===== src/rtl/cres_pkg.sv =====
package cres_pkg;
    localparam int BYTE_W = 8;
    localparam int WORD_W = 2 * BYTE_W;

    typedef enum logic [1:0] {
        SEL_NONE = 2'd0,
        SEL_LO   = 2'd1,
        SEL_HI   = 2'd2
    } byte_sel_e;

    typedef struct packed {
        logic      lo_rd;
        logic      hi_rd;
        byte_sel_e sel;
    } bus_req_t;

    // Place a result of res_w bits inside the 16-bit pair.
    function automatic logic [WORD_W-1:0] pack_word(logic [WORD_W-1:0] res_ext,
                                                    int unsigned res_w,
                                                    logic left);
        logic [WORD_W-1:0] w;
        w = res_ext;
        if (left) w = w << (WORD_W - res_w);
        return w;
    endfunction
endpackage


===== src/rtl/cres_decode.sv =====
module cres_decode
    import cres_pkg::*;
#(
    parameter int ADDR_W  = 2,
    parameter int LO_ADDR = 0,
    parameter int HI_ADDR = 1
) (
    input  logic              clk,
    input  logic              rst,
    input  logic [ADDR_W-1:0] addr,
    input  logic              rd,
    input  logic              wr,
    output bus_req_t          req
);
    localparam logic [ADDR_W-1:0] LO_A = ADDR_W'(LO_ADDR);
    localparam logic [ADDR_W-1:0] HI_A = ADDR_W'(HI_ADDR);

    logic rd_ok;

    always_comb begin
        rd_ok     = rd && !wr;   // a write cycle is never a read
        req.lo_rd = rd_ok && (addr == LO_A);
        req.hi_rd = rd_ok && (addr == HI_A);
        if (req.hi_rd)      req.sel = SEL_HI;
        else if (req.lo_rd) req.sel = SEL_LO;
        else                req.sel = SEL_NONE;
    end

    p_onehot_strobes_r11: assert property (@(posedge clk) disable iff (rst)
        $onehot0({req.lo_rd, req.hi_rd}));
    p_write_no_read_r9: assert property (@(posedge clk) disable iff (rst)
        wr |-> (!req.lo_rd && !req.hi_rd && req.sel == SEL_NONE));
endmodule


===== src/rtl/cres_hold.sv =====
module cres_hold #(
    parameter int RES_W = 10
) (
    input  logic             clk,
    input  logic             rst,
    input  logic             cv_done,
    input  logic [RES_W-1:0] cv_data,
    input  logic             lo_rd,
    input  logic             hi_rd,
    output logic [RES_W-1:0] vis,
    output logic             locked
);
    logic [RES_W-1:0] pend;
    logic             pend_v;

    always_ff @(posedge clk) begin
        if (rst) begin
            vis    <= '0;
            pend   <= '0;
            pend_v <= 1'b0;
            locked <= 1'b0;
        end else if (locked) begin
            if (hi_rd) begin
                locked <= 1'b0;
                pend_v <= 1'b0;
                if (cv_done)     vis <= cv_data;
                else if (pend_v) vis <= pend;
            end else if (cv_done) begin
                pend   <= cv_data;
                pend_v <= 1'b1;
            end
        end else if (lo_rd) begin
            locked <= 1'b1;
            if (cv_done) begin
                pend   <= cv_data;
                pend_v <= 1'b1;
            end
        end else if (cv_done) begin
            vis <= cv_data;
        end
    end

    p_reset_clear_r3: assert property (@(posedge clk)
        rst |=> (vis == '0 && !locked && !pend_v));
    p_freeze_r4: assert property (@(posedge clk) disable iff (rst)
        (locked && !hi_rd) |=> $stable(vis));
    p_lock_on_low_r4: assert property (@(posedge clk) disable iff (rst)
        (!locked && lo_rd) |=> locked);
    p_no_lock_else_r5: assert property (@(posedge clk) disable iff (rst)
        (!locked && !lo_rd) |=> !locked);
    p_release_pending_r7: assert property (@(posedge clk) disable iff (rst)
        (locked && hi_rd && pend_v && !cv_done) |=> (vis == $past(pend) && !locked));
    p_release_newest_r7: assert property (@(posedge clk) disable iff (rst)
        (locked && hi_rd && cv_done) |=> (vis == $past(cv_data)));
    p_capture_r10: assert property (@(posedge clk) disable iff (rst)
        (!locked && !lo_rd && cv_done) |=> (vis == $past(cv_data)));
endmodule


===== src/rtl/cres_align.sv =====
module cres_align
    import cres_pkg::*;
#(
    parameter int RES_W = 10
) (
    input  logic             clk,
    input  logic             rst,
    input  logic [RES_W-1:0] vis,
    input  logic             left,
    input  byte_sel_e        sel,
    output logic [BYTE_W-1:0] rdata
);
    localparam int SIGN_R = RES_W - 1 - BYTE_W;  // sign position in high byte, right aligned
    localparam int SIGN_L = BYTE_W - 1;

    logic [WORD_W-1:0] word;

    always_comb begin
        word = pack_word(WORD_W'(vis), RES_W, left);
        case (sel)
            SEL_HI:  rdata = word[WORD_W-1:BYTE_W];
            SEL_LO:  rdata = word[BYTE_W-1:0];
            default: rdata = '0;
        endcase
    end

    p_sign_pos_r6: assert property (@(posedge clk) disable iff (rst)
        (sel == SEL_HI) |-> (rdata[left ? SIGN_L : SIGN_R] == vis[RES_W-1]));
    p_idle_zero_r11: assert property (@(posedge clk) disable iff (rst)
        (sel == SEL_NONE) |-> (rdata == '0));
endmodule


===== src/rtl/conv_result_reg.sv =====
module conv_result_reg
    import cres_pkg::*;
#(
    parameter int RES_W   = 10,
    parameter int ADDR_W  = 2,
    parameter int LO_ADDR = 0,
    parameter int HI_ADDR = 1
) (
    input  logic              clk,
    input  logic              rst,
    input  logic [RES_W-1:0]  conv_data,
    input  logic              conv_done,
    input  logic              align_left,
    input  logic [ADDR_W-1:0] bus_addr,
    input  logic              bus_rd,
    input  logic              bus_wr,
    output logic [BYTE_W-1:0] bus_rdata
);
    bus_req_t         req;
    logic [RES_W-1:0] vis;
    logic             locked;

    initial begin
        if (RES_W <= BYTE_W || RES_W > WORD_W)
            $error("RES_W must lie between BYTE_W+1 and WORD_W");
    end

    cres_decode #(
        .ADDR_W (ADDR_W),
        .LO_ADDR(LO_ADDR),
        .HI_ADDR(HI_ADDR)
    ) u_decode (
        .clk (clk),
        .rst (rst),
        .addr(bus_addr),
        .rd  (bus_rd),
        .wr  (bus_wr),
        .req (req)
    );

    cres_hold #(
        .RES_W(RES_W)
    ) u_hold (
        .clk    (clk),
        .rst    (rst),
        .cv_done(conv_done),
        .cv_data(conv_data),
        .lo_rd  (req.lo_rd),
        .hi_rd  (req.hi_rd),
        .vis    (vis),
        .locked (locked)
    );

    cres_align #(
        .RES_W(RES_W)
    ) u_align (
        .clk  (clk),
        .rst  (rst),
        .vis  (vis),
        .left (align_left),
        .sel  (req.sel),
        .rdata(bus_rdata)
    );

    p_wr_keeps_lock_r9: assert property (@(posedge clk) disable iff (rst)
        (bus_wr && !locked) |=> !locked);
endmodule


===== config.mk =====
export PLATFORM = sky130hd
export DESIGN_NAME = conv_result_reg
export DESIGN_NICKNAME = d
export VERILOG_FILES = /design/src/rtl/cres_pkg.sv /design/src/rtl/cres_decode.sv /design/src/rtl/cres_hold.sv /design/src/rtl/cres_align.sv /design/src/rtl/conv_result_reg.sv
export SDC_FILE = /design/constraint.sdc
export NUM_CORES = 1
export LEC_CHECK = 0
export BUFFER_PORTS_ARGS = -buffer_cell sky130_fd_sc_hd__clkbuf_2
export CAP_MARGIN = 40
export CORE_UTILIZATION = 45
export CTS_BUF_LIST = sky130_fd_sc_hd__clkbuf_8
export DETAILED_ROUTE_END_ITERATION = 10
export PLACE_DENSITY = 0.69
export SLEW_MARGIN = 20
export SYNTH_ARGS = -nofsm -noshare
export SYNTH_HDL_FRONTEND = slang
export SYNTH_SLANG_ARGS = --single-unit

===== constraint.sdc =====
create_clock -name clk -period 1.6 [get_ports clk]
set_clock_uncertainty 0.1 [all_clocks]
set_input_delay 0.32 -clock clk [delete_from_list [all_inputs] [get_ports clk]]
set_output_delay 0.32 -clock clk [all_outputs]
set_load 0.02 [all_outputs]

==> results of run 1 <==
critical path: cells and delay by family:
family / cells / cell delay (ps)
AND/OR/NAND/NOR: 1 / 420
AO/OA/AOI/OAI: 1 / 100
buffers and inverters: 3 / 390
final timing paths:
check,start,to,slack [ps]
min reg2reg,u_hold.pend[1],u_hold.pend[1],400
max reg2reg,u_hold.locked,u_hold.vis[2],100
min,conv_data[7],u_hold.pend[7],200
max,bus_addr[1],bus_rdata[0],-60
what timing repair did:
action | CTS | global route
cloned | 1 | 2
gates resized for setup | 21 | 23
buffers inserted | 4 | 2
pin swaps | 6 | 5
endpoints found under the setup margin | 8 | 18
through the flow:
| step | worst slack (ps) | setup TNS, ps |
|---|---|---|
| global route | -75.43 | -644.5 |
| global placement | -116.9 | -1833 |
| detailed placement | -147.1 | -2454 |
| finish | -58.65 | -296.7 |
| floorplan | -7.077 | -25.29 |
| CTS | -42.20 | -230.9 |
Yosys cell counts, types with 2 or more instances:
cell type,n
nand2_1,2
o21a_1,2
a21oi_1,4
a22oi_1,6
buf_2,3
clkbuf_1,3
nor2_1,28
a211oi_2,11
dfxtp_1,22
nand2b_1,3
mux2_2,2
mux2i_1,20
state kept, by name, summed over array words and instances, names as in the netlist:
name / count
u_hold.pend: 10
u_hold.pend_v: 1
u_hold.vis: 10
u_hold.locked: 1
cell type report:
| cell class | count | area share |
|---|---|---|
| Multi-Input combinational cell | 85 | 0.4295 |
| Timing Repair Buffer | 44 | 0.2361 |
| Tap cell | 28 | 0.02133 |
| Sequential cell | 22 | 0.2696 |
| Clock buffer | 3 | 0.02513 |
| Clock inverter | 1 | 0.01828 |
power by group through the flow:
stage	Combinational, uW	Sequential, uW	Clock (uW)
3_3_place_gp	185	608	0
2_1_floorplan	127	604	0
4_1_cts	215	598	526
6_report	261	601	528
5_1_grt	281	604	550
3_5_place_dp	192	610	0
metal layers:
| metal | up-vias | part of all wire | GRT usage | wire (um) |
|---|---|---|---|---|
| met1 | 465 | 0.43 | 0.2473 | 1178 |
| met2 | 25 | 0.52 | 0.3506 | 1413 |
| met3 | 4 | 0.038 | 0.02632 | 103 |
| li1 | 494 | - | - | - |
| met5 | - | 0 | 0 | 0 |
| met4 | 0 | 0.015 | 0.1126 | 40 |
cell families after synthesis:
logic type             share of synthesized area
AO/OA/AOI/OAI                             0.2093
multiplexers                              0.2014
AND/OR/NAND/NOR                           0.1573
buffers and inverters                    0.03393
flip-flops                                0.3982
==> results by group, run 1 <==
Outcome
  – Status: finished with violations
  – Failing checks: setup timing

Synth
  – Post-synthesis async set-or-reset flop share: 0
  – Post-synthesis cell type count: 21
  – Syn Inst Count: 115
  – Synth top area share: 0.3982
  – Seq/Total Area, Yosys: 0.3982
  – Syn Area/Cell: 9.618 sq um
  – Synth area leader: dfxtp_1
  – Main synth FF type: dfxtp_1
  – Synth warnings: 0
  – Mapped Nets: 133
  – Number of enable flip-flop cells after synthesis: 0
  – Largest cells by area after synthesis: dfxtp_1 40%, mux2i_1 18%, a211oi_2 12%
  – Flops & latches, synth: 22
  – Synthesized area: 1106 sq um

Global route
  – First-pass GRT wire length: 3967 um
  – Vias in the first global route: 913
  – Total Routing Usage GR: 0.2052
  – Grt total ovfl: 0
  – Initial antenna violation count: 0
  – Pin count of the biggest net entering global routing: 23

Power and ir drop
  – Combinational power share: 0.188
  – VDD IR max: 0.7169 mV
  – P_sw: 340.6 uW
  – Internal: 1049 uW
  – Total power: 1390 uW
  – Sw frac: 0.2451
  – Pleak: 0.0007820 uW
  – Pwr/cell area: 846.0 nW/um^2
  – Sequential Power Share: 0.432
  – Clk pwr share: 0.380

STA
  – Hold Slack: 199.0 ps
  – Slew of the pin with the lowest slew margin: 540.7 ps
  – Period utilization: 1.037
  – Final worst slack: -58.65 ps
  – RSZ-0062 raised after global routing: yes
  – Final min period: 1659 ps
  – Fmax achieved: 602.9 MHz
  – Max-Slew Margin vs Limit: 0.6396
  – Fin. max-slew vios: 0
  – Final setup violation count: 11
  – Final Hold Fails: 0

Final layout
  – Layout area overhead: 48.53%
  – Most frequent cells in the layout: 23 x nor2_1, 20 x mux2i_1, 20 x dfxtp_1
  – Post-route design area: 1643 sq um
  – Most common cell after layout, fill and taps aside: nor2_1
  – Area of the multi-input gates: 705.7 sq um
  – Ant diodes: 0
  – Register area: 442.9 sq um
  – Util after Layout: 0.7286
  – Final non-filler cell total: 183
  – Layout cells sized above 1: 0.4903
  – Filler cells: 161
  – Layout Nets: 174

Placed design
  – Placed Cells: 170
  – Dpl cell area: 1329 sq um
  – Gpl congestion: 0.6884
  – Dpl hpwl: 1641 um
  – Number of port buffers: 25

Setup path
  – Arr. time, crit path: 1240 ps
  – Req. time, crit path: 1180 ps
  – Crit Path Class: primary input to output pin
  – Slowest Stage Delay on Critical Path: 420 ps
  – Worst path slowest cell: or3b_4
  – Crit. End Element: output pin
  – Critical-path cell list: buf_6, or3b_4, buf_6, a21oi_2, clkbuf_8
  – CP Max Fanout: 5
  – R2r worst-path depth: 6
  – CP startpoint kind: primary input
  – Most used cell, CP: buf_6

Floorplanning
  – Core Area: 2255 sq um
  – Die area: 2660 sq um
  – Initial core utilization: 0.4906
  – # rows: 17
  – Die Wd: 51.58 um
  – Die H: 51.58 um
  – I/O pins: 26

Drt
  – WL final: 2735 um
  – Via count: 988
  – Initial drt markers: 10
  – ANT nets after route: 0
  – Routed length per placed instance: 14.95 um
  – DRC Markers: 0
  – Detailed Routing Iterations Pass 1: 4
  – Via density: 5.399

CTS
  – Sink Count: 22
  – Worst-skew pair later-pin latency: 260 ps
  – Longest Clk Path Bufs: 2
  – CTS Buf Count: 3
  – TritonCTS clock tree: done
  – Cts hold-fix bufs: 0
  – H-tree depth: 1
  – CTS clk-pin slew, worst paths: 90 ps
  – CTS root buf: clkbuf_8

Min path
  – Hold Path Class: primary input to flip-flop
  – Hold Crit Depth: 3

Job
  – Maxcap violations: 0
No activity file was read; power rests on OpenSTA's default activity.
==> run 2, diff against run 1 <==
Settings changed: REMOVE_ABC_BUFFERS from default to 1.
==> results by group, run 2 (synthesis gave the netlist of run 1 again) <==
Placed design
  – Worst slack, placed: -174.1 ps
  – Dpl hpwl: 1882 um
  – Gpl congestion: 0.7235
  – Number of port buffers: 25

STA
  – RSZ-0062 raised after global routing: yes
  – Hold Slack: 202.6 ps
  – Slew of the pin with the lowest slew margin: 291.7 ps
  – TNS Setup: -499.9 ps
  – Max-Slew Margin vs Limit: 0.8051
  – Final setup violation count: 8
  – Fin. max-slew vios: 0
  – Final worst slack: -99.05 ps
  – Period utilization: 1.062
  – Final min period: 1699 ps
  – Fmax achieved: 588.6 MHz
  – Final Hold Fails: 0

Drt
  – Routed length per placed instance: 15.58 um
  – ANT nets after route: 0
  – WL final: 2773 um
  – Initial drt markers: 20
  – Via count: 1,012
  – Detailed Routing Iterations Pass 1: 4
  – Via density: 5.685
  – DRC Markers: 0

CTS
  – CTS root buf: clkbuf_8
  – Sink Count: 22
  – H-tree depth: 1
  – CTS Buf Count: 3
  – Longest Clk Path Bufs: 2
  – CTS clk-pin slew, worst paths: 80 ps
  – Worst-skew pair later-pin latency: 260 ps
  – TritonCTS clock tree: done

Global route
  – Vias in the first global route: 1,078
  – Met2 Use GR: 0.4502
  – First-pass GRT wire length: 4629 um
  – Initial antenna violation count: 0
  – Pin count of the biggest net entering global routing: 15
  – Total Routing Usage GR: 0.2338
  – Global routing usage on met1: 0.2586
  – Global routing's busiest layer: met2
  – Met3 usage: 0.02924
  – Grt total ovfl: 0

Min path
  – Hold Path Class: primary input to flip-flop
  – Hold Startpoint: conv_data[2]
  – Hold EP: u_hold.pend[2]
  – Hold Crit Depth: 3

Power and ir drop
  – P_sw: 312.0 uW
  – Total power: 1172 uW
  – VDD IR max: 0.6288 mV
  – Clk pwr share: 0.286
  – Sequential Power Share: 0.512
  – Pleak: 0.0007307 uW
  – Internal: 860.4 uW
  – Pwr/cell area: 736.1 nW/um^2
  – Sw frac: 0.2661
  – Combinational power share: 0.201

Setup path
  – Crit. End Element: output pin
  – R2r endpoint: u_hold.vis[1]
  – CP Max Fanout: 5
  – CP startpoint kind: primary input
  – Arr. time, crit path: 1280 ps
  – Crit Path Class: primary input to output pin
  – FF-to-FF setup slack: 140 ps
  – R2r worst-path depth: 5
  – Req. time, crit path: 1180 ps
  – FF-to-FF Start: u_hold.locked

Floorplanning
  – Initial core utilization: 0.4906
  – Die area: 2660 sq um
  – Core Area: 2255 sq um
  – Die Wd: 51.58 um
  – I/O pins: 26
  – Die H: 51.58 um
  – # rows: 17

Final layout
  – Filler cells: 174
  – Util after Layout: 0.7064
  – Area of the multi-input gates: 718.2 sq um
  – Most frequent cells in the layout: 22 x nor2_1, 21 x dfxtp_1, 20 x mux2i_1
  – Biggest regs: u_hold.pend (10), u_hold.vis (10)
  – Ant diodes: 0
  – Register area: 441.7 sq um
  – Layout area overhead: 44.00%
  – Most common cell after layout, fill and taps aside: nor2_1
  – Layout Nets: 170
  – Layout cells sized above 1: 0.4667

Outcome
  – Status: finished with violations
  – Failing checks: setup timing

Job
  – Maxcap violations: 0
==> run 2: changes by cell type in the layout (fill, tap and decap cells not counted), sizes merged <==
cell    before  now
buf         24   22
bufinv       1    0
clkbuf      23   21
==> run 2: critical path, stage by stage <==
cell and delay (ps):
buf_6 90, or3b_4 430, buf_8 160, nor2_4 120, clkbuf_8 150
==> run 2: worst max path at each step <==
stage / from / to / slack (ps) / depth (start not counted)
6_report: bus_addr[1] / bus_rdata[6] / -100 / 5
5_1_grt: u_hold.vis[8] / bus_rdata[6] / -110 / 4
4_1_cts: bus_wr / bus_rdata[0] / -90 / 5
3_5_place_dp: bus_wr / u_hold.vis[9] / -170 / 6
3_3_place_gp: bus_wr / bus_rdata[0] / -140 / 5
2_1_floorplan: bus_wr / u_hold.vis[0] / -720 / 4
==> run 2: timing repair <==
item,4_1_cts,5_1_grt
hold endpoints to repair,0,0
hold buffers,0,0
buffers inserted,0,1
resized for setup,35,17
pin swaps,2,2
setup endpoints to repair,8,8
cloned,1,0
==> run 2: final cells by class <==
class / instances / area share
multi-input cells: 85 / 0.4509
flip-flops and latches: 22 / 0.2773
repair buffers: 40 / 0.2239
clock buffers: 3 / 0.02592
well taps: 28 / 0.02200
==> run 2: power by group through the flow <==
stage,registers [uW],clock network (uW),logic (uW)
after floorplan,604,0,111
after global placement,607,0,187
after detailed placement,610,0,194
after CTS,597,338,217
after global routing,604,357,255
final,601,336,236
==> run 2: metal layers <==
metal | wire, um | up-vias
li1 | - | 481
met1 | 1108 | 491
met2 | 1479 | 31
met3 | 129 | 9
met4 | 56 | 0
met5 | 0 | -
==> run 2: stage by stage <==
step | instances | area, sq um
global placement | 173 | 1339
floorplan | 107 | 1069
finish | 178 | 1593
CTS | 177 | 1521
global route | 178 | 1593
detailed placement | 173 | 1339
